[src/rtl/txwm_pkg.sv]
package txwm_pkg;
    typedef enum logic [0:0] {
        ST_OPEN     = 1'b0,
        ST_THROTTLE = 1'b1
    } wm_state_e;
endpackage

[src/rtl/txwm_ptrs.sv]
module txwm_ptrs #(
    parameter int DEPTH = 64,
    localparam int AW = $clog2(DEPTH)
) (
    input  logic          clk,
    input  logic          rst_n,
    input  logic          push_i,
    input  logic          done_i,
    output logic          push_ok_o,
    output logic          done_ok_o,
    output logic          push_rej_o,
    output logic [AW-1:0] wr_idx_o,
    output logic [AW-1:0] rd_idx_o,
    output logic [AW:0]   cnt_o
);
    // Each pointer carries one extra wrap bit so that full and empty differ.
    logic [AW:0] wr_q, rd_q;
    logic        full, empty;

    assign cnt_o      = wr_q - rd_q;
    assign full       = (cnt_o == (AW+1)'(DEPTH));
    assign empty      = (cnt_o == '0);
    assign push_ok_o  = push_i && !full;
    assign push_rej_o = push_i && full;
    assign done_ok_o  = done_i && !empty;
    assign wr_idx_o   = wr_q[AW-1:0];
    assign rd_idx_o   = rd_q[AW-1:0];

    always_ff @(posedge clk or negedge rst_n) begin
        if (!rst_n) begin
            wr_q <= '0;
            rd_q <= '0;
        end else begin
            if (push_ok_o) wr_q <= wr_q + 1'b1;
            if (done_ok_o) rd_q <= rd_q + 1'b1;
        end
    end
endmodule

[src/rtl/txwm_fsm.sv]
module txwm_fsm
    import txwm_pkg::*;
#(
    parameter int DEPTH = 64,
    localparam int AW  = $clog2(DEPTH),
    localparam int QTR = DEPTH / 4
) (
    input  logic          clk,
    input  logic          rst_n,
    input  logic          push_ok_i,
    input  logic          done_ok_i,
    input  logic [AW-1:0] rd_idx_i,
    input  logic [AW:0]   cnt_i,
    output logic          stop_o,
    output logic          tag_vld_o,
    output logic [AW-1:0] tag_idx_o,
    output logic          wake_o
);
    wm_state_e state_q, state_d;
    logic [AW-1:0] tag_q;
    logic fill_to_full, tag_retired;

    assign fill_to_full = push_ok_i && !done_ok_i && (cnt_i == (AW+1)'(DEPTH - 1));
    assign tag_retired  = done_ok_i && (rd_idx_i == tag_q);

    // next-state logic
    always_comb begin
        state_d = state_q;
        unique case (state_q)
            ST_OPEN:     if (fill_to_full) state_d = ST_THROTTLE;
            ST_THROTTLE: if (tag_retired)  state_d = ST_OPEN;
            default:     state_d = ST_OPEN;
        endcase
    end

    // state and tag registers
    always_ff @(posedge clk or negedge rst_n) begin
        if (!rst_n) begin
            state_q <= ST_OPEN;
            tag_q   <= '0;
        end else begin
            state_q <= state_d;
            if (state_q == ST_OPEN && fill_to_full)
                tag_q <= rd_idx_i + AW'(QTR);
        end
    end

    // outputs
    always_comb begin
        stop_o    = 1'b0;
        tag_vld_o = 1'b0;
        wake_o    = 1'b0;
        unique case (state_q)
            ST_OPEN: ;
            ST_THROTTLE: begin
                stop_o    = 1'b1;
                tag_vld_o = 1'b1;
                wake_o    = tag_retired;
            end
            default: ;
        endcase
    end

    assign tag_idx_o = tag_q;
endmodule

[src/rtl/txwm_status.sv]
module txwm_status (
    input  logic clk,
    input  logic rst_n,
    input  logic wake_set_i,
    input  logic wake_clr_i,
    input  logic ovf_set_i,
    output logic wake_o,
    output logic ovf_o
);
    always_ff @(posedge clk or negedge rst_n) begin
        if (!rst_n) begin
            wake_o <= 1'b0;
            ovf_o  <= 1'b0;
        end else begin
            // a set in the same cycle as a clear wins
            wake_o <= wake_set_i | (wake_o & ~wake_clr_i);
            ovf_o  <= ovf_o | ovf_set_i;
        end
    end
endmodule

[src/rtl/txwm_ring_ctrl.sv]
module txwm_ring_ctrl #(
    parameter int DEPTH = 64,
    localparam int AW = $clog2(DEPTH)
) (
    input  logic          clk,
    input  logic          rst_n,
    input  logic          push_i,
    input  logic          done_i,
    input  logic          irq_clr_i,
    output logic          queue_stop_o,
    output logic          wake_irq_o,
    output logic          ovf_err_o,
    output logic [AW-1:0] prod_idx_o,
    output logic [AW-1:0] cons_idx_o,
    output logic [AW:0]   fill_cnt_o,
    output logic          tag_valid_o,
    output logic [AW-1:0] tag_idx_o
);
    logic push_ok, done_ok, push_rej, wake_pulse;

    txwm_ptrs #(.DEPTH(DEPTH)) u_ptrs (
        .clk        (clk),
        .rst_n      (rst_n),
        .push_i     (push_i),
        .done_i     (done_i),
        .push_ok_o  (push_ok),
        .done_ok_o  (done_ok),
        .push_rej_o (push_rej),
        .wr_idx_o   (prod_idx_o),
        .rd_idx_o   (cons_idx_o),
        .cnt_o      (fill_cnt_o)
    );

    txwm_fsm #(.DEPTH(DEPTH)) u_fsm (
        .clk       (clk),
        .rst_n     (rst_n),
        .push_ok_i (push_ok),
        .done_ok_i (done_ok),
        .rd_idx_i  (cons_idx_o),
        .cnt_i     (fill_cnt_o),
        .stop_o    (queue_stop_o),
        .tag_vld_o (tag_valid_o),
        .tag_idx_o (tag_idx_o),
        .wake_o    (wake_pulse)
    );

    txwm_status u_status (
        .clk        (clk),
        .rst_n      (rst_n),
        .wake_set_i (wake_pulse),
        .wake_clr_i (irq_clr_i),
        .ovf_set_i  (push_rej),
        .wake_o     (wake_irq_o),
        .ovf_o      (ovf_err_o)
    );
endmodule

[config.mk]
export PLATFORM = sky130hd
export DESIGN_NAME = txwm_ring_ctrl
export DESIGN_NICKNAME = d
export VERILOG_FILES = /design/src/rtl/txwm_pkg.sv /design/src/rtl/txwm_ptrs.sv /design/src/rtl/txwm_fsm.sv /design/src/rtl/txwm_status.sv /design/src/rtl/txwm_ring_ctrl.sv
export SDC_FILE = /design/constraint.sdc
export NUM_CORES = 1
export LEC_CHECK = 0
export BUFFER_PORTS_ARGS = -buffer_cell sky130_fd_sc_hd__buf_2
export CAP_MARGIN = 30
export CORE_AREA = 2 2 66 68
export CTS_BUF_LIST = sky130_fd_sc_hd__clkbuf_4 sky130_fd_sc_hd__clkbuf_8 sky130_fd_sc_hd__clkbuf_16
export DETAILED_ROUTE_END_ITERATION = 7
export DIE_AREA = 0 0 68 70
export GPL_TIMING_DRIVEN = 0
export HOLD_SLACK_MARGIN = 0.06
export PLACE_DENSITY = 0.58
export SLEW_MARGIN = 20
export SYNTH_ARGS = -nofsm -noshare
export SYNTH_HDL_FRONTEND = slang
export SYNTH_SLANG_ARGS = --single-unit
[constraint.sdc]
create_clock -name clk -period 3.7 [get_ports clk]
set_input_delay 0.555 -clock clk [delete_from_list [all_inputs] [get_ports clk]]
set_output_delay 0.555 -clock clk [all_outputs]
set_load 0.01 [all_outputs]
**Word level (Yosys, flattened, before mapping)**

Index checks and enable logic that the tools add are counted.
Widths: inputs -> output; s select.

- Add/subtract/negate cells: 4
- Equal/unequal tests: 3
- Muxes and demuxes: 5
- Bitwise operators: 5
- Reductions and logical operators: 11

Operator list:

| operator | count |
|---|---|
| $add 7x1->7 const B | 2 |
| $eq 7x6->1 const B | 1 |
| $eq 7x7->1 const B | 1 |
| $logic_and 1x1->1 | 7 |
| $logic_not 7->1 | 1 |
| $sub 7x7->7 | 1 |
| $add 6x5->6 const B | 1 |
| $eq 6x6->1 | 1 |
| $mux 1 | 4 |
| $logic_not 1->1 | 3 |
| $not 1->1 | 2 |
| $or 1x1->1 | 2 |
| $pmux 1 s2 | 1 |
| $and 1x1->1 | 1 |

- Register bits after elaboration: 23
- Bits of input ports: 5
- Output and inout port bits: 29
- Logic and storage cells: 34

**Logic depth before layout (Yosys ltp)**

Gate-level depths: netlist of the first run.

- Word-level depth: 9
- Gate-level depth with buffers: 11
- Depth with buffers taken out: 11

**Modules after synthesis**

A second synthesis of the first run with hierarchy kept.

- Cell total of the unflattened synthesis: 144
- Area, all modules: 1,571.5 um2

Modules (own cells, without submodules):

| module | instances | cells each | area an instance (um2) | seq. area each (um2) |
|---|---|---|---|---|
| txwm_ptrs | 1 | 108 | 1,131.1 | 350.3 |
| txwm_fsm | 1 | 31 | 372.9 | 175.2 |
| txwm_status | 1 | 5 | 67.6 | 50.0 |

**Least setup slack after synthesis of the first run**

No wires, ideal clock.

- Kind: register to register
- Start point: register u_ptrs.wr_q[0]
- End point: register u_fsm.tag_q[0] (netlist: u_fsm.tag_idx_o[0])
- Setup time: 128 ps
- Arrival time: 2,551 ps
- Data required time: 3,572 ps
- Slack: 1,022 ps
- Cell stages (with the launch flop): 12
- Path buffers: 0
- Clock period less this slack: 2,678 ps
- Path through: dfrtp_1 -> inv_1 -> ha_1 -> inv_1 -> fa_1 -> a211oi_2 -> o31ai_1 -> a21oi_2 -> xor2_4 -> inv_4 -> nor2_4 -> mux2_1

- Longest elaborated chain between the ends: 8
- Elaborated cells between the ends (all ways): 12
- Classes of those cells: add/sub (1); eq/ne (2); reduce/logical (9)

RTL lines:

| item | line | text |
|---|---|---|
| from (decl) | txwm_ptrs.sv:17 | `logic [AW:0] wr_q, rd_q;` |
| from (signal assigned) | txwm_ptrs.sv:34 | `if (push_ok_o) wr_q <= wr_q + 1'b1;` |
| $sub 7x7->7 (*) | txwm_ptrs.sv:20 | `assign cnt_o = wr_q - rd_q;` |
| via fill_cnt_o[6] | txwm_ring_ctrl.sv:15 | `output logic [AW:0] fill_cnt_o,` |
| $logic_not 7->1 | txwm_ptrs.sv:22 | `assign empty = (cnt_o == '0);` |
| $logic_not 1->1 | txwm_ptrs.sv:25 | `assign done_ok_o = done_i && !empty;` |
| $logic_and 1x1->1 | txwm_ptrs.sv:25 |  |
| $logic_not 1->1 | txwm_fsm.sv:23 | `assign fill_to_full = push_ok_i && !done_ok_i && (cnt_i == (AW+1)'(DEPTH - 1));` |
| $logic_and 1x1->1 | txwm_fsm.sv:23 |  |
| $logic_and 1x1->1 (*) | txwm_fsm.sv:23 |  |
| $logic_and 1x1->1 (*) | txwm_fsm.sv:43 | `if (state_q == ST_OPEN && fill_to_full)` |
| to (signal assigned) | txwm_fsm.sv:44 | `tag_q <= rd_idx_i + AW'(QTR);` |
| to (decl) | txwm_fsm.sv:20 | `logic [AW-1:0] tag_q;` |

Mark *: on every way through the listed nets, which the timed path passes. The rest lies on a longest branch.
A chain may end at the register's enable or synchronous reset.

**Worst setup path in the final report of the first run**

- Start point: register u_ptrs.rd_q[0]
- End point: output fill_cnt_o[6]

- Longest elaborated chain between the ends: 1

RTL lines:

| item | line | text |
|---|---|---|
| from (decl) | txwm_ptrs.sv:17 |  |
| from (signal assigned) | txwm_ptrs.sv:35 | `if (done_ok_o) rd_q <= rd_q + 1'b1;` |
| $sub 7x7->7 | txwm_ptrs.sv:20 |  |
| to (decl) | txwm_ring_ctrl.sv:15 |  |

No other way between the ends.

==> flow_summary.yaml, run 1 <==
cts:
  post_cts_buffers: 0
  cts_tree: "done"
  ctsResizeCount: 0
  max-clock-path-buffers: 2
  numClockSinks: 23
  htree_levels: 1
  clk_latency_ps: 270
  root_buffer: "clkbuf_8"
  clkSlewWorstSetupHoldPaths_ps: 80
  cts_inserted_buffers: 3
  cts_hold_buf: 0
logic_synthesis:
  synth_top_family_by_area: "XOR/XNOR gates"
  syn_area_um2: 1580
  synth_common_cells: "dfrtp_1 (23), buf_4 (14), inv_1 (13), xor2_1 (12), xnor2_1 (10)"
  yosysMostFrequentCell: "dfrtp_1"
  syn_nets: 162
  netlist.top_cell.by_area: "dfrtp_1"
  synth_ff_type: "dfrtp_1"
  seq_area_frac_synth: 0.364
  syn_area_per_cell_um2: 10.8
  synthArstFlopShare: 1.00
  yosys.area_share.xor_xnor: 0.139
  synth-edff-count: 0
  synth_mux_area_frac: 0.0570
  synth-simple-area-share: 0.122
  ys_types: 36
  postSynthCellCount: 147
  synthTopCellsByArea: "dfrtp_1 (36%), ha_1 (7.1%), buf_4 (6.6%), xor2_1 (6.6%), mux2_1 (5.7%)"
  synth_fa_ha_area_frac: 0.0839
  yosys.area.top_type_share: 0.364
  synth-seq-cells: 23
  synth_warnings: 0
  synth_compound_area_frac: 0.133
run_status:
  outcome: "finished clean"
routing:
  avgRoutedWirePerCell_um: 14.0
  ant_nets: 0
  vias_per_cell: 5.02
  drt_iter0_drc: 45
  dr.pass1.iters: 4
  drc: 0
  routed_wl_um: 3310
  vias: 1184
critical_path:
  arrival_ps: 2790
  path_cells: "ha_1, inv_1, fa_1, a211oi_2, o31ai_1, a21oi_2, xor2_4, inv_4, buf_2"
  worstRegToRegCells: 10
  r2r_setup_slack_ps: 640
  critPathRequiredTime_ps: 3140
  crit_path_end_kind: "output port"
  cp_slowest_cell: "dfrtp_1"
  r2r-start: "u_ptrs.rd_q[0]"
  critPathTopFamily: "adder cells"
  crit_type: "flop to output port"
  crit_buf_inv: 3
  timing.rr.end: "u_fsm.tag_idx_o[3]"
  worst-path-max-fanout: 10
  critPathMaxStageDelay_ps: 540
  start_kind: "flop"
flow_run:
  maxCapViolCount: 0
global_route:
  grt_max_degree: 24
  globalRoute.totalOverflow: 0
  antenna_found_initial: 0
  grt_pass1_wl_um: 5600
  grt_use_total: 0.153
  first_global_vias: 1155
timing:
  setup_viol: 0
  slew_headroom: 0.652
  min_period_ps: 3340
  skew_ps: 2.54
  fin_tns_setup_ps: 0
  hold_viol_final: 0
  post-route-period-util: 0.903
  worst_pin_slew_ps: 522
  slew_violations: 0
  fmax_mhz: 299
  rsz0062_at_grt: "false"
die:
  initial_core_util: 0.382
  dieArea_um2: 4760
  rows: 24
  die_h_um: 70
  core_area_um2: 4140
  die_x_um: 68
  ios: 34
place:
  finalWeightedCongestion: 0.857
  dpl.hpwl_um: 2550
  port_buffers: 33
finish:
  drive_gt1_frac: 0.348
  area_delta_synth_final_pct: 17.5
  fillers: 414
  num-nets-final: 200
  diodes: 0
hold_path:
  hp-class: "input port to asynchronous set/reset pin"
## layer usage
layer	up-vias	share of wire	routed length, um	global-route usage
met1	580	0.46	1540	0.221
met4	0	0.017	57	0.0533
li1	575	-	-	-
met3	5	0.030	99	0.0145
met2	24	0.49	1620	0.237
met5	-	0	0	0
## per-stage QoR
stage                     cells  setup WS, ps  cell area, um2  hold slack [ps]  utilization
after CTS                   236           336            1860              279        0.448
final                       236           358            1860              248        0.448
after global routing        236           166            1860              306        0.448
after floorplan             147          1020            1580              259            -
after global placement      232           681            1810              444        0.437
after detailed placement    232           654            1810              450        0.437
## layout by cell type, fill, tap and decap left out, types with 3 or more instances in the layout
cell type,n
buf_2,33
dfrtp_1,23
buf_4,14
inv_1,13
xor2_1,12
xnor2_1,10
ha_1,9
mux2_1,8
a21oi_1,7
nand3_1,7
nand2_1,5
a211oi_2,4
nor2_1,4
nand4_1,4
clkbuf_8,3
## final cells by class
| cell class | count | area, um2 | area share |
|---|---|---|---|
| inverters | 14 | 55.1 | 0.0296 |
| multi-input cells | 96 | 846 | 0.455 |
| well taps | 52 | 65.1 | 0.0350 |
| repair buffers | 33 | 165 | 0.0889 |
| plain buffers | 14 | 105 | 0.0566 |
| clock inverters | 1 | 5.00 | 0.00269 |
| flip-flops and latches | 23 | 576 | 0.310 |
| clock buffers | 3 | 41.3 | 0.0222 |
## kinds of logic after synthesis
group,Yosys count
buf+inv,28
xor+xnor,23
compound gates,23
simple gates,32
fa+ha+maj,10
mux,8
flops,23
## worst max path at each step
stage / slack, ps / from / to / depth (start not counted)
5_1_grt: 170 / u_ptrs.rd_q[0] / fill_cnt_o[6] / 9
3_3_place_gp: 680 / u_ptrs.rd_q[0] / fill_cnt_o[6] / 9
3_5_place_dp: 650 / u_ptrs.rd_q[0] / u_fsm.tag_idx_o[3] / 10
4_1_cts: 340 / u_ptrs.rd_q[0] / fill_cnt_o[6] / 9
6_report: 360 / u_ptrs.rd_q[0] / fill_cnt_o[6] / 9
2_1_floorplan: 1020 / u_ptrs.wr_q[0] / u_fsm.tag_idx_o[0] / 11
## registers in the layout (all words and copies together), names as in the netlist
name / flops
u_status.wake_o: 1
u_ptrs.wr_q: 7
u_fsm.state_q: 1
u_fsm.tag_idx_o: 6
u_ptrs.rd_q: 7
u_status.ovf_o: 1
Power of run 1 is left out: the tool's default activity adds up to more than one toggle a clock period on the data nets, which glitch-free logic cannot reach.
==> run 2: changes to the inputs <==
CORE_AREA = 2 2 58 60   (was 2 2 66 68)
DIE_AREA = 0 0 60 62   (was 0 0 68 70)
PLACE_DENSITY = 0.76   (was 0.58)
==> run 2 against run 1 <==
Flip-flop and latch count did not move. Clock skew grew 0.60 ps. Worst hold slack worse by 58 ps. Maximum frequency down 3.8%. Via count is 3.3% lower. Wire length shrank 8.8%. Cell count fell by 2.5%. Critical path depth stayed put. Sequential share of layout area increased by 0.44 points. Global-route usage up 3.0 points. Non-clock buffer count is the same. First-iteration DRC count is 47% lower. Critical path type unchanged.
==> flow_summary.yaml, run 2 (synthesized netlist as in run 1, its figures left out) <==
run_status:
  outcome: "finished clean"
routing:
  vias: 1145
  avgRoutedWirePerCell_um: 13.1
  vias_per_cell: 4.98
  ant_nets: 0
  dr.pass1.iters: 4
  routed_wl_um: 3020
  drc: 0
  drt_iter0_drc: 24
global_route:
  antenna_found_initial: 0
  globalRoute.totalOverflow: 0
  grt_max_degree: 24
  grt_pass1_wl_um: 5070
  grt_use_total: 0.183
  first_global_vias: 1073
critical_path:
  path_cells: "ha_1, inv_1, fa_1, a211oi_2, o31ai_1, a21oi_2, xor2_4, inv_4, buf_2"
  worst-path-max-fanout: 10
  crit_path_end_kind: "output port"
  critPathTopFamily: "compound AO/OA/AOI/OAI gates"
  cp_slowest_cell: "dfrtp_1"
  arrival_ps: 2920
  critPathRequiredTime_ps: 3140
  critPathMaxStageDelay_ps: 550
  r2r_setup_slack_ps: 580
  crit_type: "flop to output port"
  start_kind: "flop"
  crit_buf_inv: 3
timing:
  skew_ps: 3.15
  rsz0062_at_grt: "false"
  setup_viol: 0
  min_period_ps: 3470
  hold_viol_final: 0
  worst_pin_slew_ps: 503
  fmax_mhz: 288
  post-route-period-util: 0.939
  slew_headroom: 0.662
  fin_tns_setup_ps: 0
  slew_violations: 0
die:
  rows: 21
  core_area_um2: 3180
  ios: 34
  die_h_um: 62
  dieArea_um2: 3720
  initial_core_util: 0.497
  die_x_um: 60
finish:
  area_delta_synth_final_pct: 15.8
  final_core_util: 0.576
  register_area_um2: 576
  multiInputGateArea_um2: 846
  fillers: 275
  num-nets-final: 200
  fin_cells: 230
  layout_commonest_cell: "buf_2"
  drive_gt1_frac: 0.348
  diodes: 0
  layout_common_cells: "buf_2 (33), dfrtp_1 (23), buf_4 (14)"
cts:
  clk_latency_ps: 310
  cts_tree: "done"
  cts_hold_buf: 0
  max-clock-path-buffers: 2
  cts_inserted_buffers: 3
  ctsResizeCount: 0
  numClockSinks: 23
  htree_levels: 1
  root_buffer: "clkbuf_4"
  clkSlewWorstSetupHoldPaths_ps: 130
  post_cts_buffers: 0
hold_path:
  hp-class: "input port to asynchronous set/reset pin"
place:
  port_buffers: 33
  dp.cells: 226
  finalWeightedCongestion: 0.771
  dpl.hpwl_um: 2340
flow_run:
  maxCapViolCount: 0
run 2: metal layers:
layer,track usage,vias up,part of all wire,wire [um]
met4,0.0762,0,0.015,45
met3,0.0186,4,0.035,106
li1,-,574,-,-
met2,0.292,22,0.50,1500
met1,0.256,545,0.45,1370
met5,0,-,0,0
run 2: layout make-up:
cell class | count | share of cell area
tap | 46 | 0.0314
sequential | 23 | 0.314
buffer | 14 | 0.0574
clock inverter | 1 | 0.00273
clock buffer | 3 | 0.0123
inverter | 14 | 0.0301
timing repair buffer | 33 | 0.0902
multi-input combinational | 96 | 0.462
run 2: through the flow:
step	setup slack, ps	cell area, um2	hold slack (ps)
finish	227	1830	190
global route	43.7	1830	223
CTS	221	1830	209
detailed placement	612	1800	453
global placement	688	1800	444
floorplan	1020	1580	259
run 2: worst reg2reg max path, cell delays in order (launching register included):
cell and delay, ps:
dfrtp_1 550, ha_1 230, inv_1 50, fa_1 420
a211oi_2 290, o31ai_1 140, a21oi_2 250, xor2_4 370
inv_4 140, nor2_4 240, mux2_1 350
run 2: worst paths after layout:
check | from | cells after the start | to
setup / recovery | u_ptrs.rd_q[0] | 9 | fill_cnt_o[6]
hold / removal | rst_n | 1 | u_ptrs.wr_q[0]
setup reg to reg | u_ptrs.rd_q[0] | 10 | u_fsm.tag_idx_o[4]
hold reg to reg | u_status.ovf_o | 1 | u_status.ovf_o
max in group asynchronous | rst_n | 1 | u_ptrs.rd_q[2]
min in group clk | irq_clr_i | 2 | u_status.wake_o
Power of run 2 is left out for the same reason.
==> run 3: changes to the inputs <==
CORE_AREA = 2 2 60 62   (was 2 2 58 60)
DIE_AREA = 0 0 62 64   (was 0 0 60 62)
PLACE_DENSITY = 0.74   (was 0.76)
clock period = 3.1 ns   (was 3.7 ns; I/O delays follow)
==> run 3 against run 2 <==
Cell count increased by 1.3%. Critical path type unchanged. Global-route usage fell by 0.75 points. Non-clock buffer count rose by 3. Critical endpoint unchanged. Via count rose by 4.2%. First-iteration DRC count grew 8.3%.
==> flow_summary.yaml, run 3 (synthesized netlist as in run 1, its figures left out) <==
finish:
  layout_common_cells: "buf_2 (33), dfrtp_1 (22), buf_4 (17)"
  area_delta_synth_final_pct: 17.8
  fin_area_um2: 1860
  drive_gt1_frac: 0.374
  layout_commonest_cell: "buf_2"
  diodes: 0
  num-nets-final: 203
die:
  ios: 34
  dieArea_um2: 3970
  initial_core_util: 0.482
  rows: 21
  die_h_um: 64
  core_area_um2: 3280
  die_x_um: 62
routing:
  drc: 0
  vias_per_cell: 5.12
  vias: 1193
  drt_iter0_drc: 26
  routed_wl_um: 3210
  ant_nets: 0
  dr.pass1.iters: 5
  avgRoutedWirePerCell_um: 13.8
global_route:
  grt_max_degree: 24
  first_global_vias: 1182
  antenna_found_initial: 0
  globalRoute.totalOverflow: 0
  grt_pass1_wl_um: 5290
  grt_use_total: 0.176
timing:
  slew_headroom: 0.662
  worst_pin_slew_ps: 507
  fmax_mhz: 337
  post-route-period-util: 0.956
  slew_violations: 0
  setup_viol: 0
  hold_viol_final: 0
  min_period_ps: 2960
  hold_slack_ps: 87.6
  skew_ps: 11.1
critical_path:
  path_cells: "inv_1, ha_1, inv_1, fa_2, a211oi_2, o31ai_2, a21oi_2, xor2_4, inv_4, buf_2"
  cp_slowest_cell: "dfrtp_1"
  critPathMaxStageDelay_ps: 410
  crit_path_end_kind: "output port"
  critPathRequiredTime_ps: 2630
  worstRegToRegCells: 11
  critPathTopFamily: "compound AO/OA/AOI/OAI gates"
  crit_type: "flop to output port"
  worst-path-max-fanout: 9
  start_kind: "flop"
  path_depth: 10
  arrival_ps: 2500
  crit_top_cell: "inv_1"
  crit_buf_inv: 4
place:
  dpl.hpwl_um: 2520
  placed_area_um2: 1800
  finalWeightedCongestion: 0.825
  port_buffers: 33
cts:
  numClockSinks: 23
  max-clock-path-buffers: 2
  cts_tree: "done"
  clk_latency_ps: 320
  cts_hold_buf: 0
  cts_inserted_buffers: 3
  clkSlewWorstSetupHoldPaths_ps: 140
  htree_levels: 1
  root_buffer: "clkbuf_4"
hold_path:
  hp-class: "input port to asynchronous set/reset pin"
run_status:
  outcome: "finished clean"
flow_run:
  maxCapViolCount: 0
==> run 3: worst reg2reg max path: stages, from the launching register on <==
cell and delay, ps:
dfrtp_1 410, inv_1 100, ha_1 180, inv_1 60, fa_2 350, a211oi_2 300, nor2_1 100, xnor2_1 210
nor4_4 500, buf_4 290, a21oi_1 100, xor2_1 140
==> run 3: final timing paths <==
path,start,slack [ps],endpoint
worst max-delay path,u_ptrs.wr_q[0],140,fill_cnt_o[6]
worst min-delay path,rst_n,90,u_ptrs.wr_q[0]
worst max register to register,u_ptrs.wr_q[0],260,u_ptrs.wr_q[3]
worst min register to register,u_status.ovf_o,480,u_status.ovf_o
max in group asynchronous,rst_n,2650,u_ptrs.rd_q[0]
min in group clk,irq_clr_i,300,u_status.wake_o
==> run 3: routing by layer <==
metal  routed length, um  GRT usage  vias to the layer above
li1                    -          -                      578
met1                1380      0.227                      577
met2                1640      0.297                       30
met3                 125     0.0142                        8
met4                  68     0.0638                        0
met5                   0          0                        -
==> run 3: timing repair <==
item / 4_1_cts / 5_1_grt
endpoints found under the setup margin: 1 / 6
pin swaps: 0 / 2
resized for setup: 0 / 3
endpoints found under the hold margin: 0 / 0
buffers inserted: 1 / 2
==> run 3: per-stage QoR <==
stage                      util  TNS, ps  setup slack (ps)  instances
after floorplan               -        0               422        147
after global placement    0.549        0               161        226
after detailed placement  0.549        0              83.2        226
after CTS                 0.560        0              21.6        231
after global routing      0.567   -0.858            -0.858        233
final                     0.567        0               136        233
==> run 3: final cells by class <==
type / count / area (um2)
multi-input cells: 96 / 853
flip-flops and latches: 23 / 577
fillers: 284 / 1420
plain buffers: 14 / 105
inverters: 14 / 55.1
repair buffers: 36 / 188
clock buffers: 3 / 22.5
clock inverters: 1 / 5.00
well taps: 46 / 57.6
Power of run 3 is left out for the same reason.
